===== config.mk =====
export PLATFORM = sky130hd
export DESIGN_NAME = ptp_tcnt
export DESIGN_NICKNAME = d
export VERILOG_FILES = /design/src/rtl/ptp_tcnt_pkg.sv /design/src/rtl/ptp_tcnt_regs.sv /design/src/rtl/ptp_tcnt_accum.sv /design/src/rtl/ptp_tcnt_time.sv /design/src/rtl/ptp_tcnt_prsc.sv /design/src/rtl/ptp_tcnt.sv
export SDC_FILE = /design/constraint.sdc
export NUM_CORES = 1
export LEC_CHECK = 0
export CAP_MARGIN = 20
export CORE_MARGIN = 2
export CORE_UTILIZATION = 50
export DETAILED_ROUTE_END_ITERATION = 10
export DONT_BUFFER_PORTS = 1
export SETUP_SLACK_MARGIN = 0.5
export SYNTH_ARGS = -nofsm -noshare
export SYNTH_HDL_FRONTEND = slang
export SYNTH_HIERARCHICAL = 1
export SYNTH_SLANG_ARGS = --single-unit

===== constraint.sdc =====
create_clock -name clk -period 6.85 [get_ports clk]
set_input_delay 1.0275 -clock clk [delete_from_list [all_inputs] [get_ports clk]]
set_output_delay 1.0275 -clock clk [all_outputs]
set_load 0.02 [all_outputs]

===== src/rtl/ptp_tcnt_pkg.sv =====
package ptp_tcnt_pkg;
   typedef enum logic [1:0] {
      FLD_ADDEND   = 2'd0,
      FLD_PERIOD   = 2'd1,
      FLD_PRESCALE = 2'd2,
      FLD_CLKSRC   = 2'd3
   } fld_e;
endpackage


===== src/rtl/ptp_tcnt_regs.sv =====
module ptp_tcnt_regs #(
   parameter int CFG_W = 32,
   parameter int ACC_W = 32,
   parameter int PER_W = 8,
   parameter int PRSC_W = 16,
   parameter int SEL_W = 2,
   parameter logic [ACC_W-1:0] RST_ADDEND = 32'h999999A4,
   parameter logic [PER_W-1:0] RST_PERIOD = 8'd10,
   parameter logic [PRSC_W-1:0] RST_PRSC = 16'd100,
   parameter logic [SEL_W-1:0] RST_SEL = 2'd1
) (
   input  logic              clk,
   input  logic              rst_n,
   input  logic              we,
   input  logic [1:0]        addr,
   input  logic [CFG_W-1:0]  wdata,
   output logic [ACC_W-1:0]  addend_q,
   output logic [PER_W-1:0]  period_q,
   output logic [PRSC_W-1:0] prsc_q,
   output logic [SEL_W-1:0]  sel_q,
   output logic              prsc_wr
);
   import ptp_tcnt_pkg::*;

   logic [3:0] hit;

   // Decode of the write strobe into one enable per field.
   genvar gi;
   generate
      for (gi = 0; gi < 4; gi++) begin : g_dec
         assign hit[gi] = we && (addr == gi[1:0]);
      end
   endgenerate

   assign prsc_wr = hit[FLD_PRESCALE];

   always_ff @(posedge clk) begin
      if (!rst_n) begin
         addend_q <= RST_ADDEND;
         period_q <= RST_PERIOD;
         prsc_q   <= RST_PRSC;
         sel_q    <= RST_SEL;
      end else begin
         if (hit[FLD_ADDEND])   addend_q <= wdata[ACC_W-1:0];
         if (hit[FLD_PERIOD])   period_q <= wdata[PER_W-1:0];
         if (hit[FLD_PRESCALE]) prsc_q   <= wdata[PRSC_W-1:0];
         if (hit[FLD_CLKSRC])   sel_q    <= wdata[SEL_W-1:0];
      end
   end

   logic unused_wdata_bits;
   assign unused_wdata_bits = ^wdata;
endmodule


===== src/rtl/ptp_tcnt_accum.sv =====
module ptp_tcnt_accum #(
   parameter int ACC_W = 32
) (
   input  logic             clk,
   input  logic             rst_n,
   input  logic             en,
   input  logic [ACC_W-1:0] addend,
   output logic             carry
);
   logic [ACC_W-1:0] resid_q;
   logic [ACC_W:0]   sum;

   assign sum   = {1'b0, resid_q} + {1'b0, addend};
   assign carry = en & sum[ACC_W];

   always_ff @(posedge clk) begin
      if (!rst_n)  resid_q <= '0;
      else if (en) resid_q <= sum[ACC_W-1:0];
   end
endmodule


===== src/rtl/ptp_tcnt_time.sv =====
module ptp_tcnt_time #(
   parameter int TIME_W = 64,
   parameter int PER_W = 8
) (
   input  logic              clk,
   input  logic              rst_n,
   input  logic              carry,
   input  logic [PER_W-1:0]  period,
   input  logic              ld,
   input  logic [TIME_W-1:0] ld_val,
   output logic [TIME_W-1:0] time_q,
   output logic              tick_q
);
   logic [TIME_W-1:0] base;
   logic [TIME_W-1:0] step;

   // Load first, then apply any carry from the same edge.
   assign base = ld ? ld_val : time_q;
   assign step = carry ? {{(TIME_W-PER_W){1'b0}}, period} : '0;

   always_ff @(posedge clk) begin
      if (!rst_n) begin
         time_q <= '0;
         tick_q <= 1'b0;
      end else begin
         time_q <= base + step;
         tick_q <= carry;
      end
   end
endmodule


===== src/rtl/ptp_tcnt_prsc.sv =====
module ptp_tcnt_prsc #(
   parameter int PRSC_W = 16
) (
   input  logic              clk,
   input  logic              rst_n,
   input  logic              carry,
   input  logic              restart,
   input  logic [PRSC_W-1:0] prsc,
   output logic              out_clk
);
   localparam logic [PRSC_W-1:0] MIN_DIV = PRSC_W'(2);

   logic [PRSC_W-1:0] eff;
   logic [PRSC_W-1:0] half;
   logic [PRSC_W-1:0] cnt_q;

   assign eff = (prsc < MIN_DIV) ? MIN_DIV : prsc;

   generate
      if (PRSC_W > 1) begin : g_half
         assign half = {1'b0, eff[PRSC_W-1:1]};
      end else begin : g_half1
         assign half = eff;
      end
   endgenerate

   always_ff @(posedge clk) begin
      if (!rst_n)       cnt_q <= '0;
      else if (restart) cnt_q <= '0;
      else if (carry)   cnt_q <= (cnt_q >= eff - 1'b1) ? '0 : cnt_q + 1'b1;
   end

   assign out_clk = (cnt_q < half);
endmodule


===== src/rtl/ptp_tcnt.sv =====
module ptp_tcnt #(
   parameter int TIME_W = 64,
   parameter int ACC_W = 32,
   parameter int CFG_W = 32,
   parameter int PER_W = 8,
   parameter int PRSC_W = 16,
   parameter int SEL_W = 2,
   parameter logic [ACC_W-1:0] RST_ADDEND = 32'h999999A4,
   parameter logic [PER_W-1:0] RST_PERIOD = 8'd10,
   parameter logic [PRSC_W-1:0] RST_PRSC = 16'd100,
   parameter logic [SEL_W-1:0] RST_SEL = 2'd1
) (
   input  logic              clk,
   input  logic              rst_n,
   input  logic              enable,
   input  logic              cfg_we,
   input  logic [1:0]        cfg_addr,
   input  logic [CFG_W-1:0]  cfg_wdata,
   input  logic              tload_we,
   input  logic [TIME_W-1:0] tload_val,
   output logic [TIME_W-1:0] time_ns,
   output logic              tick,
   output logic              out_clk,
   output logic [SEL_W-1:0]  clk_sel
);
   generate
      if (ACC_W < 2 || ACC_W > CFG_W) begin : g_bad_acc
         $error("ACC_W must be within 2..CFG_W");
      end
      if (PER_W > CFG_W || PER_W >= TIME_W) begin : g_bad_per
         $error("PER_W must fit in CFG_W and be below TIME_W");
      end
      if (PRSC_W < 2 || PRSC_W > CFG_W) begin : g_bad_prsc
         $error("PRSC_W must be within 2..CFG_W");
      end
      if (SEL_W < 1 || SEL_W > CFG_W) begin : g_bad_sel
         $error("SEL_W must be within 1..CFG_W");
      end
   endgenerate

   logic [ACC_W-1:0]  addend_w;
   logic [PER_W-1:0]  period_w;
   logic [PRSC_W-1:0] prsc_w;
   logic              prsc_wr_w;
   logic              carry_w;

   ptp_tcnt_regs #(
      .CFG_W(CFG_W), .ACC_W(ACC_W), .PER_W(PER_W), .PRSC_W(PRSC_W), .SEL_W(SEL_W),
      .RST_ADDEND(RST_ADDEND), .RST_PERIOD(RST_PERIOD),
      .RST_PRSC(RST_PRSC), .RST_SEL(RST_SEL)
   ) u_regs (
      .clk(clk), .rst_n(rst_n), .we(cfg_we), .addr(cfg_addr), .wdata(cfg_wdata),
      .addend_q(addend_w), .period_q(period_w), .prsc_q(prsc_w),
      .sel_q(clk_sel), .prsc_wr(prsc_wr_w)
   );

   ptp_tcnt_accum #(.ACC_W(ACC_W)) u_accum (
      .clk(clk), .rst_n(rst_n), .en(enable), .addend(addend_w), .carry(carry_w)
   );

   ptp_tcnt_time #(.TIME_W(TIME_W), .PER_W(PER_W)) u_time (
      .clk(clk), .rst_n(rst_n), .carry(carry_w), .period(period_w),
      .ld(tload_we), .ld_val(tload_val), .time_q(time_ns), .tick_q(tick)
   );

   ptp_tcnt_prsc #(.PRSC_W(PRSC_W)) u_prsc (
      .clk(clk), .rst_n(rst_n), .carry(carry_w), .restart(prsc_wr_w),
      .prsc(prsc_w), .out_clk(out_clk)
   );
endmodule


* Word level (Yosys, flattened, before mapping) *
Index checks and enable logic that the tools add are counted.

operators by class
  bitwise logic cells = 2
  muxes and demuxes = 4
  reduce and logical (&&, ||, !) cells = 6
  $lt $le $gt $ge = 3
  equality and inequality tests = 3
  add/subtract/negate cells = 4

operators with widths
  cell                                                         number
  adder 64 bit                                                 1
  two-way mux 64 bit                                           1
  adder 32 x 32 -> 33 bit                                      1
  two-way mux 16 bit                                           2
  adder 16 x 1 -> 16 bit, second input constant                1
  >= comparator 16 bit                                         1
  less-than comparator 16 x 15 -> 1 bit                        1
  less-than comparator 16 x 2 -> 1 bit, second input constant  1
  subtractor 16 x 1 -> 16 bit, second input constant           1
  two-way mux 8 bit                                            1
  == test 2 bit, second input constant                         2
  logical AND 1 bit                                            4
  == test 2 x 1 -> 1 bit, second input constant                1
  logical NOT 2 bit                                            1
  OR reduction 2 bit                                           1
  bitwise AND 1 bit                                            1
  inverter 1 bit                                               1

storage, ports and cells
  flip-flop bits (word level) = 171
  input bits = 103

* Longest topological paths before layout *
Gate-level depths: netlist of run 1.

  word-level depth = 5
  mapped depth = 19
  mapped depth without buffers = 18

* By module *
Netlist of run 1, hierarchy kept.

by module, submodules not included
  module          area an instance (µm²)  instances  cells each
  ptp_tcnt_time   4874.7                  1          581
  ptp_tcnt_accum  3050.4                  1          383
  ptp_tcnt_regs   2391.0                  1          243
  ptp_tcnt_prsc   1695.4                  1          211

* Worst setup path after synthesis of run 1 *
No wires, ideal clock.

  path type = input-to-reg
  from = input port tload_we
  to = register u_time.time_q[46]
  library setup time = 0.130 ns
  arrival time = 4.565 ns
  setup slack = 2.155 ns
  data required time = 6.720 ns
  cell stages on the path = 17
  buffers on the path = 8
  path through = buf_6 buf_6 buf_4 buf_2 buf_2 buf_2 buf_2 mux2_2 ha_1 fa_1 a211oi_1 o21bai_1 o22ai_1 or3_1 buf_2 o21ai_0 nor3b_1

on the way
  cells in the longest elaborated chain, start to end = 2

ends and longest elaborated chain
  element               line                 text
  from (decl)           ptp_tcnt.sv:19       input logic tload_we,
  two-way mux 64 bit    ptp_tcnt_time.sv:18  assign base = ld ? ld_val : time_q;
  adder 64 bit          ptp_tcnt_time.sv:26  time_q <= base + step;
  to (signal assigned)  ptp_tcnt_time.sv:26
  to (decl)             ptp_tcnt_time.sv:11  output logic [TIME_W-1:0] time_q,

Every way passes these cells.
A chain may end at the register's enable or synchronous reset.

* Worst setup path after layout of run 1 *
  from = register u_regs.addend_q[0]
  to = register u_time.time_q[46]

on the way
  cells in the longest elaborated chain, start to end = 4

ends and longest elaborated chain
  element                  line                  text
  from (decl)              ptp_tcnt_regs.sv:17   output logic [ACC_W-1:0] addend_q,
  from (signal assigned)   ptp_tcnt_regs.sv:44   if (hit[FLD_ADDEND]) addend_q <= wdata[ACC_W-1:0];
  adder 32 x 32 -> 33 bit  ptp_tcnt_accum.sv:13  assign sum = {1'b0, resid_q} + {1'b0, addend};
  bitwise AND 1 bit        ptp_tcnt_accum.sv:14  assign carry = en & sum[ACC_W];
  via carry_w              ptp_tcnt.sv:45        logic carry_w;
  two-way mux 8 bit        ptp_tcnt_time.sv:19   assign step = carry ? {{(TIME_W-PER_W){1'b0}}, period} : '0;
  adder 64 bit             ptp_tcnt_time.sv:26

The timed path passes the listed nets, and every way through them passes these cells.

==> results of run 1 <==
## registers in the layout, indices dropped and copies added, names as in the netlist
signal           cells
u_regs/addend_q     32
u_accum/resid_q     32
u_time/tick_q        1
u_time/time_q       64
u_regs/period_q      8
u_regs/sel_q         2
u_prsc/cnt_q        16
u_regs/prsc_q       16
## area by class of cell
class	count	area, µm²	share of cell area
multi-input combinational	1130	8000	0.631
inverter	46	173	0.0136
timing repair buffer	4	30.0	0.00237
tap	319	399	0.0315
antenna	2	5.00	0.000395
clock buffer	18	439	0.0346
clock inverter	14	205	0.0162
sequential	171	3420	0.270
## placed cells by master (no fill, tap or decap), types with 23 or more instances in the layout
master / synthesis / routed
a21o_1: 25 / 25
a21oi_1: 72 / 71
dfxtp_1: 171 / 171
ha_1: 72 / 72
inv_1: 45 / 44
mux2i_1: 90 / 90
nand2_1: 164 / 164
nand3_1: 71 / 71
nand3b_1: 23 / 23
nand4_1: 41 / 41
nor2_1: 87 / 87
nor2b_1: 28 / 28
nor3_1: 38 / 38
o21ai_0: 31 / 31
xnor2_1: 33 / 33
xor2_1: 34 / 34
## synthesized netlist by cell type (all sizes together) (4+ instances only)
master     n
a21o      27
nand3b    26
or2        5
or3       10
a2111oi   10
nor2b     28
mux2      22
a31oi      6
nor2      89
and3      16
nand4bb   13
a221o      4
a221oi     8
o31ai      7
and2      18
clkbuf    29
a31o       5
xor2      34
a211o      5
nor3b     10
nand3     74
a32o       8
dfxtp    171
buf       42
o21ai     35
xnor2     33
nor4      10
o31a       5
nand4     41
o211ai    19
a22oi     14
o21bai     9
nand2    165
o21a       7
nand4b    16
inv       46
ha        72
a21boi    10
mux2i     90
or4        5
a21oi     75
a211oi    18
nor3      39
nand2b     9
## layer usage
metal,part of all wire,up-vias,GRT usage,wire length (µm)
met5,0,-,0,0
met4,0.019,0,0.0731,627
met3,0.056,37,0.0500,1840
met2,0.46,296,0.406,15000
met1,0.46,4895,0.347,15100
li1,-,5126,-,-
## final timing paths
path | start | end | slack, ps
setup / recovery | u_regs/addend_q[0]$_SDFFE_PN0P_ | u_time/time_q[46]$_SDFF_PN0_ | 1280
hold / removal | u_regs/period_q[5]$_SDFFE_PN0P_ | u_regs/period_q[5]$_SDFFE_PN0P_ | 460
setup reg to reg | u_regs/addend_q[0]$_SDFFE_PN0P_ | u_time/time_q[46]$_SDFF_PN0_ | 1280
hold reg to reg | u_regs/period_q[5]$_SDFFE_PN0P_ | u_regs/period_q[5]$_SDFFE_PN0P_ | 460
## cell families (layout without fill, tap and decap cells)
family | after synthesis | after routing | synth area share
fa+ha+maj | 74 | 74 | 0.0783
xor+xnor | 67 | 67 | 0.0489
flops | 171 | 171 | 0.285
compound gates | 296 | 296 | 0.183
buf+inv | 117 | 82 | 0.0491
simple gates | 581 | 581 | 0.261
other cells | 0 | 2 | 0
mux | 112 | 112 | 0.0956
## where the power goes
| group | internal, mW | leakage [nW] | switching [mW] | total (mW) |
|---|---|---|---|---|
| clock network | 0.630 | 0.309 | 0.446 | 1.08 |
| registers | 1.06 | 1.40 | 0.0842 | 1.14 |
| logic | 0.195 | 3.47 | 0.242 | 0.438 |
## stage by stage
stage	setup WS (ps)	area (µm²)	util	hold WS, ps	std cells
2_1_floorplan	2160	12000	-	429	1418
5_1_grt	805	12700	0.538	486	1704
4_1_cts	1290	12700	0.538	462	1702
3_5_place_dp	1360	12000	0.511	451	1670
6_report	1280	12700	0.538	463	1704
3_3_place_gp	1460	12000	0.511	440	1670
## worst min-delay path, delay by kind of cell, from the launching register on
family / cells / cell delay, ps
simple gates: 1 / 50
mux: 1 / 50
flops: 1 / 310
==> metrics.yaml, run 1 <==
clock_skew_ps: 13.4
drv_cap: 0
ant_nets: 0
critical_path.max_stage_delay_ps: 720
drc: 0
std_cell_rows: 56
cp_num_buf_inv: 1
start_kind: "register"
cts_setup_buffers: 0
cts_sinks: 171
status: "completed"
cts_hold_buf: 0
grt_pass1_vias: 9806
peakVddDrop_v: 0.000161
wire_per_inst_um: 19.1
slowest_stage: "o22ai_1"
cts_made_buffers: 17
cp_data_required_time_ps: 7140
path_max_fanout: 17
cp.arrival_ps: 5870
rsz0062_at_grt: "false"
hold_class: "register to register"
max-slew-margin-rel: 0.255
setup_viol: 0
cts_resized: 0
cts.reportedPaths.clkPinSlew_ps: 70
wirelength_um: 32600
fillCellCount: 2233
worstSetupPathDepth: 19
die_area_mm2: 0.0253
syn-num-nets: 1595
initial_core_util: 0.510
die_h_um: 159
grt_overflow_total: 0
track_usage: 0.253
p_leak_nw: 5.18
critPathCaptureType: "register"
clock_latency_ps: 430
worstHoldPathCells: 2
syn2layout_area_growth_pct: 5.54
power_mw: 2.65
drv_slew: 0
cellPowerDensity_mw_per_mm2: 209
clockRootBuffer: "clkbuf_16"
dr.pass1.iters: 5
vias: 10400
dpl.hpwl_um: 23700
netlist_area_mm2: 0.0120
first_iter_violations: 911
syn_area_per_cell_um2: 8.47
crit_chain: "ha_1 > fa_1 > a211oi_1 > o21bai_1 > a41oi_1 > nor3_1 > o21ai_1 > or2_0 > a31oi_1 > buf_4 > and2_1 > ha_1 > fa_1 > a211oi_1 > o21bai_1 > o22ai_1 > or3_1 > o21ai_0 > nor3b_1"
antenna_found_initial: 2
die_x_um: 159
yosys-top-cells-area: "dfxtp_1, ha_1, mux2i_1, nand2_1, a21oi_1"
synth_edf_count: 0
yosys.area.top_type: "dfxtp_1"
hold_viol_final: 0
core_area_mm2: 0.0235
syn_inst: 1418
gp_congestion: 0.897
grt_max_degree: 153
drive_above_1_share: 0.0752
io_buffer_count: 0
synth_top_area_share: 0.285
fmax_ghz: 0.179
grt_pass1_wl_um: 52600
seq_area_frac_synth: 0.285
tritoncts: "done"
min_period_ps: 5570
vias_per_cell: 6.08
cts_htree_levels: 4
cp_top_family: "compound AO/OA/AOI/OAI gates"
ys_ff_latch: 171
final_nets: 1547
clockBufferDepth: 2
tightest_slew_ps: 1120
io_pins: 171
ys_async_sr_fraction: 0
fin_setup_tns_ps: 0
synth_ff_type: "dfxtp_1"
path_class: "register to register"
ys_types: 96
final.period_utilization: 0.814
synth_warnings: 6
ff2ff_path_depth: 19
(Power assumes the default switching activity.)
==> run 2: changes to the inputs <==
--- a/config.mk
+++ b/config.mk
@@ -5,6 +5,7 @@
 export SDC_FILE = /design/constraint.sdc
 export NUM_CORES = 1
 export LEC_CHECK = 0
+export ABC_AREA = 1
 export CAP_MARGIN = 20
 export CORE_MARGIN = 2
 export CORE_UTILIZATION = 50
==> constraint.sdc (replaced) <==
create_clock -name clk -period 5.4 [get_ports clk]
set_input_delay 0.81 -clock clk [delete_from_list [all_inputs] [get_ports clk]]
set_output_delay 0.81 -clock clk [all_outputs]
set_load 0.02 [all_outputs]
==> metrics.yaml, run 2 <==
drt-met1-wl_um: 18000  # +19%
die_area_mm2: 0.0284  # +12%
yosys-top-cells-area: "dfxtp_1, nand2_1, inv_1, nor2_1, ha_1"
grt_pass1_vias: 12300  # +26%
min_period_ps: 4100  # -1480 ps
final.period_utilization: 0.759  # -0.0547
wl_met2_um: 18300  # +22%
top_layer: "met4"
clock_latency_ps: 440  # about the same
vias: 13400  # +29%
wire_per_inst_um: 14.6  # -24%
clockBufferDepth: 2  # unchanged
ant_nets: 0  # unchanged
antenna_found_initial: 0  # -2
max-slew-margin-rel: 0.432  # +0.177
die_h_um: 168  # +5.9%
netlist_area_mm2: 0.0135  # +12%
synth_top_area_share: 0.253  # -0.0316
cellPowerDensity_mw_per_mm2: 239  # +14%
largest_register_ffs: 64  # unchanged
vias_per_cell: 5.05  # -17%
layout_commonest_cell: "nand2_1"
fin_area_mm2: 0.0142  # +12%
cp_data_required_time_ps: 5720  # -1420 ps
wl_met3_um: 1830  # -0.44%
cts_hold_buf: 0  # unchanged
ys_types: 45  # -53%
gp_congestion: 0.931  # +3.9%
yosys.area.top_type: "dfxtp_1"
p_leak_nw: 7.63  # +47%
die_x_um: 168  # +5.9%
diodes: 0  # -2
drv_cap: 0  # unchanged
ys_ff_latch: 171  # unchanged
cts.reportedPaths.clkPinSlew_ps: 70  # about the same
drv_slew: 0  # unchanged
peakVddDrop_v: 0.000167  # +3.4%
fin_setup_tns_ps: 0  # unchanged
yosys.cell_count.top_type: "nand2_1"
fmax_ghz: 0.244  # +36%
dpl_worst_slack_ps: 1340  # -25.8 ps
clockRootBuffer: "clkbuf_16"
clock_skew_ps: 19.0  # +5.60 ps
start_kind: "register"
tightest_slew_ps: 843  # -274 ps
synth_edf_count: 0  # unchanged
cts_htree_levels: 4  # unchanged
setup_viol: 0  # unchanged
dpl.hpwl_um: 30400  # +29%
wirelength_um: 38700  # +19%
drc: 0  # unchanged
timing.final.ws_setup_ps: 1300  # +25.2 ps
finish.utilization: 0.531  # -0.00748
cts_setup_buffers: 0  # unchanged
hold_class: "register to register"
core_area_mm2: 0.0267  # +14%
first_iter_violations: 882  # -3.2%
drive_above_1_share: 0.0658  # -0.00937
largestRegisters: "u_time/time_q: 64 flops, u_accum/resid_q: 32 flops, u_regs/addend_q: 32 flops"
placed_area_mm2: 0.0136  # +13%
synth_ff_type: "dfxtp_1"
synth_commonest_cells: "nand2_1, inv_1, nor2_1, dfxtp_1, nand3_1"
cts_resized: 0  # unchanged
hold_viol_final: 0  # unchanged
cts_sinks: 171  # unchanged
syn_inst: 2332  # +64%
io_buffer_count: 0  # unchanged
grt_max_degree: 123  # -20%
layout_common_cells: "nand2_1, inv_1, nor2_1"
initial_core_util: 0.506  # -0.00463
ys_async_sr_fraction: 0  # unchanged
critPathCaptureType: "register"
grt_pass1_wl_um: 62900  # +20%
std_cell_rows: 60  # +7.1%
top_register: "u_time/time_q"
rsz0062_at_grt: "false"
track_usage: 0.275  # +0.0221
seq_area_frac_synth: 0.253  # -0.0316
io_pins: 171  # unchanged
path_max_fanout: 9  # -8
status: "completed"
syn-num-nets: 2509  # +57%
syn_area_per_cell_um2: 5.79  # -32%
synth_warnings: 6  # unchanged
r2r_setup_slack_ps: 1300  # +30 ps
path_class: "register to register"
syn2layout_area_growth_pct: 5.03
final_nets: 2473  # +60%
dr.pass1.iters: 5  # unchanged
tritoncts: "done"
grt_overflow_total: 0  # unchanged
cp.arrival_ps: 4420  # -1450 ps
cts_made_buffers: 17  # unchanged
## run 2: cells by family (layout without fill, tap and decap cells)
logic type	Yosys count	count (layout)	share of synthesized area
buf+inv	451	428	0.137
compound gates	198	198	0.0773
fa+ha+maj	74	74	0.0696
simple gates	1405	1405	0.441
xor+xnor	33	33	0.0214
flops	171	171	0.253
## run 2: layout make-up
| type | count | area [µm²] |
|---|---|---|
| Fill cell | 2883 | 12500 |
| Multi-Input combinational cell | 1710 | 8240 |
| Sequential cell | 171 | 3420 |
| Inverter | 392 | 1470 |
| Clock buffer | 19 | 453 |
| Tap cell | 341 | 427 |
| Clock inverter | 13 | 121 |
| Timing Repair Buffer | 4 | 57.6 |
## run 2: through the flow
step | hold slack, ps | total power, mW | std cells
global route | 453 | 3.59 | 2650
detailed placement | 451 | 2.18 | 2617
finish | 467 | 3.39 | 2650
global placement | 448 | 2.17 | 2616
floorplan | 429 | 2.04 | 2332
CTS | 458 | 3.42 | 2649
## run 2: report_power, final
part / leakage, nW / switching (mW) / internal, mW / total [mW]
logic: 5.94 / 0.478 / 0.239 / 0.717
registers: 1.41 / 0.0987 / 1.34 / 1.44
clock network: 0.279 / 0.597 / 0.636 / 1.23
## run 2: final timing paths
kind | startpoint | endpoint | cells after the start
hold / removal | u_regs/addend_q[20]$_SDFFE_PN1P_ | u_regs/addend_q[20]$_SDFFE_PN1P_ | 2
setup reg to reg | u_regs/addend_q[0]$_SDFFE_PN0P_ | u_time/time_q[36]$_SDFF_PN0_ | 23
setup / recovery | u_regs/addend_q[0]$_SDFFE_PN0P_ | u_time/time_q[36]$_SDFF_PN0_ | 23
hold reg to reg | u_regs/addend_q[20]$_SDFFE_PN1P_ | u_regs/addend_q[20]$_SDFFE_PN1P_ | 2
## run 2: critical path: stages, from the launching register on
cell and delay, ps:
dfxtp_1 340, ha_1 220, fa_1 300, nand3_1 100
nand3_1 170, nand2_1 90, nand2_2 110, nand3_1 120
nand3_2 120, nand3_2 70, a21oi_2 520, nand2_1 110
inv_1 80, ha_1 180, fa_1 190, nand2_1 80
nand2_1 110, nand3_1 80, nand2_1 240, nand3_4 180
nor2_8 180, nand2_1 110, nor3_1 200, nor2_1 80
## run 2: per-layer routing
metal	vias up	GRT usage
met5	-	0
met3	34	0.0367
met4	0	0.0697
met1	5983	0.355
li1	7058	-
met2	296	0.486
==> run 3: changes to the inputs <==
--- a/config.mk
+++ b/config.mk
@@ -5,7 +5,7 @@
 export SDC_FILE = /design/constraint.sdc
 export NUM_CORES = 1
 export LEC_CHECK = 0
-export ABC_AREA = 1
+export ABC_AREA = 0
 export CAP_MARGIN = 20
 export CORE_MARGIN = 2
 export CORE_UTILIZATION = 50
==> constraint.sdc (replaced) <==
create_clock -name clk -period 3.9 [get_ports clk]
set_input_delay 0.585 -clock clk [delete_from_list [all_inputs] [get_ports clk]]
set_output_delay 0.585 -clock clk [all_outputs]
set_load 0.02 [all_outputs]
==> metrics.yaml, run 3 (synthesis results as in run 1) <==
antenna_found_initial: 0  # unchanged
tightest_slew_ps: 1010  # +165 ps
vias: 11000  # -18%
wirelength_um: 34800  # -10%
final_nets: 1686  # -32%
vias_per_cell: 5.97  # +18%
holdPathEnd: "u_regs/addend_q[31]$_SDFFE_PN1P_"
core_area_mm2: 0.0235  # -12%
die_h_um: 159  # -5.6%
cts_made_buffers: 17  # unchanged
top_register: "u_time/time_q"
rsz0062_at_grt: "true"
cellPowerDensity_mw_per_mm2: 325  # +36%
drv_slew: 0  # unchanged
final.period_utilization: 1.07  # +0.308
clock_latency_ps: 440  # about the same
timing.final.ws_setup_ps: -263  # -1560 ps
path_class: "register to register"
syn2layout_area_growth_pct: 21.6
layout_commonest_cell: "dfxtp_1"
clockBufferDepth: 2  # unchanged
dp_cells: 1774  # -32%
cts_htree_levels: 4  # unchanged
critPathCaptureType: "register"
layout_common_cells: "dfxtp_1, nand2_1, buf_4"
dpl.hpwl_um: 24700  # -19%
hold_viol_final: 0  # unchanged
clockRootBuffer: "clkbuf_16"
start_kind: "register"
dpl_worst_slack_ps: -505  # -1840 ps
die_area_mm2: 0.0253  # -11%
path_max_fanout: 6  # -3
crit_chain: "ha_4 > fa_2 > a211oi_2 > o21bai_2 > a41oi_2 > nor3_2 > o21ai_1 > or2_1 > a31oi_4 > buf_12 > and2_4 > ha_4 > a21oi_4 > nand4b_1 > a21o_4 > buf_4 > buf_12 > a221oi_4 > xor2_1 > nor2_1"
clock_skew_ps: 13.5  # -5.46 ps
regToRegStartpoint: "u_accum/resid_q[0]$_SDFFE_PN0P_"
hold_ws_ps: 277  # -190 ps
initial_core_util: 0.510  # +0.00463
critical_path.max_stage_delay_ps: 340  # -180 ps
cts.reportedPaths.clkPinSlew_ps: 70  # about the same
p_leak_nw: 6.06  # -20%
io_buffer_count: 0  # unchanged
status: "complete, but fails checks"
violations: "negative setup slack"
wire_per_inst_um: 18.9  # +29%
grt_overflow_total: 0  # unchanged
largest_register_ffs: 64  # unchanged
cp_data_required_time_ps: 4200  # -1520 ps
diodes: 0  # unchanged
grt_pass1_wl_um: 55300  # -12%
ff2ff_path_depth: 20  # -13%
die_x_um: 159  # -5.6%
drc: 0  # unchanged
ant_nets: 0  # unchanged
worstHoldPathCells: 1  # -1
slowest_stage: "dfxtp_2"
min_period_ps: 4160  # +64.3 ps
r2r-end: "u_time/time_q[27]$_SDFF_PN0_"
first_iter_violations: 748  # -15%
std_cell_rows: 56  # -6.7%
track_usage: 0.265  # -0.0100
cts_sinks: 171  # unchanged
fin_setup_tns_ps: -9470  # -9470 ps
drive_above_1_share: 0.229  # +0.163
final_cells: 1841  # -31%
fillCellCount: 2154  # -25%
drv_cap: 0  # unchanged
fmax_ghz: 0.240  # -1.5%
dr.pass1.iters: 5  # unchanged
cts_hold_buf: 0  # unchanged
grt_pass1_vias: 10500  # -15%
setup_viol: 56  # +56
peakVddDrop_v: 0.000246  # +48%
hp-start: "rst_n"
finish.utilization: 0.620  # +0.0892
tritoncts: "done"
gp_congestion: 0.850  # -8.8%
cp.arrival_ps: 4470  # +50 ps
r2r_setup_slack_ps: -260  # -1560 ps
max-slew-margin-rel: 0.308  # -0.124
grt_max_degree: 153  # +24%
hold_class: "input port to register"
io_pins: 171  # unchanged
largestRegisters: "u_time/time_q: 64 flops, u_accum/resid_q: 32 flops, u_regs/addend_q: 32 flops"
[run 3: changes by cell type in the layout (fill, tap and decap cells not counted), sizes merged, moves of 28 or more]
cell | before | now
nand2 | 816 | 165
inv | 400 | 51
nor2 | 386 | 89
buf | 4 | 142
mux2i | 0 | 90
nand3 | 153 | 74
o21ai | 82 | 35
xnor2 | 4 | 33
nor2b | 0 | 28
[run 3: worst max-delay path, delay by kind of cell (launching register included)]
kind / cells / cell delay [ps]
adders and majority gates: 3 / 770
and+or+nand+nor: 5 / 720
xor gates and xnor gates: 1 / 190
AOI/OAI and AO/OA: 8 / 1540
DFF: 1 / 340
buffers and inverters: 3 / 470
[run 3: where the power goes]
| group | total (mW) | switching, mW | internal (mW) |
|---|---|---|---|
| registers | 2.01 | 0.150 | 1.86 |
| clock network | 1.75 | 0.761 | 0.989 |
| logic | 0.996 | 0.494 | 0.501 |
[run 3: how the worst max path moves through the flow]
stage | startpoint | to | slack [ps] | cells after the start
after CTS | u_accum/resid_q[0]$_SDFFE_PN0P_ | u_time/time_q[42]$_SDFF_PN0_ | -200 | 21
final | u_accum/resid_q[0]$_SDFFE_PN0P_ | u_time/time_q[27]$_SDFF_PN0_ | -260 | 20
after detailed placement | u_accum/resid_q[0]$_SDFFE_PN0P_ | u_time/time_q[54]$_SDFF_PN0_ | -500 | 20
after floorplan | u_accum/resid_q[0]$_SDFFE_PN0P_ | u_time/time_q[62]$_SDFF_PN0_ | -90 | 19
after global routing | u_regs/addend_q[0]$_SDFFE_PN0P_ | u_time/time_q[27]$_SDFF_PN0_ | -460 | 21
after global placement | u_regs/addend_q[19]$_SDFFE_PN1P_ | u_time/time_q[54]$_SDFF_PN0_ | -400 | 19
[run 3: stage by stage]
stage	cell area, µm²	total power, mW
after floorplan	12300	2.71
after global placement	13100	2.93
after detailed placement	13100	2.94
after CTS	14100	4.73
after global routing	14600	4.97
final	14600	4.75
[run 3: layer usage]
metal	track usage	wire, µm	vias up
met4	0.0620	537	0
met3	0.0576	2110	42
li1	-	-	5403
met2	0.449	16400	285
met5	0	0	-
met1	0.346	15800	5268
[run 3: layout make-up]
class	instances	area [µm²]	share of cell area
clock buffers	21	460	0.0315
clock inverters	11	131	0.00900
inverters	46	173	0.0118
multi-input cells	1130	8730	0.598
flip-flops and latches	171	3430	0.235
well taps	319	399	0.0273
repair buffers	143	1280	0.0878
[run 3: timing repair]
item | 4_1_cts | 5_1_grt
endpoints found under the setup margin | 77 | 77
gates resized for setup | 62 | 68
pin swaps | 42 | 51
gates cloned | 2 | 1
buffers inserted | 19 | 12
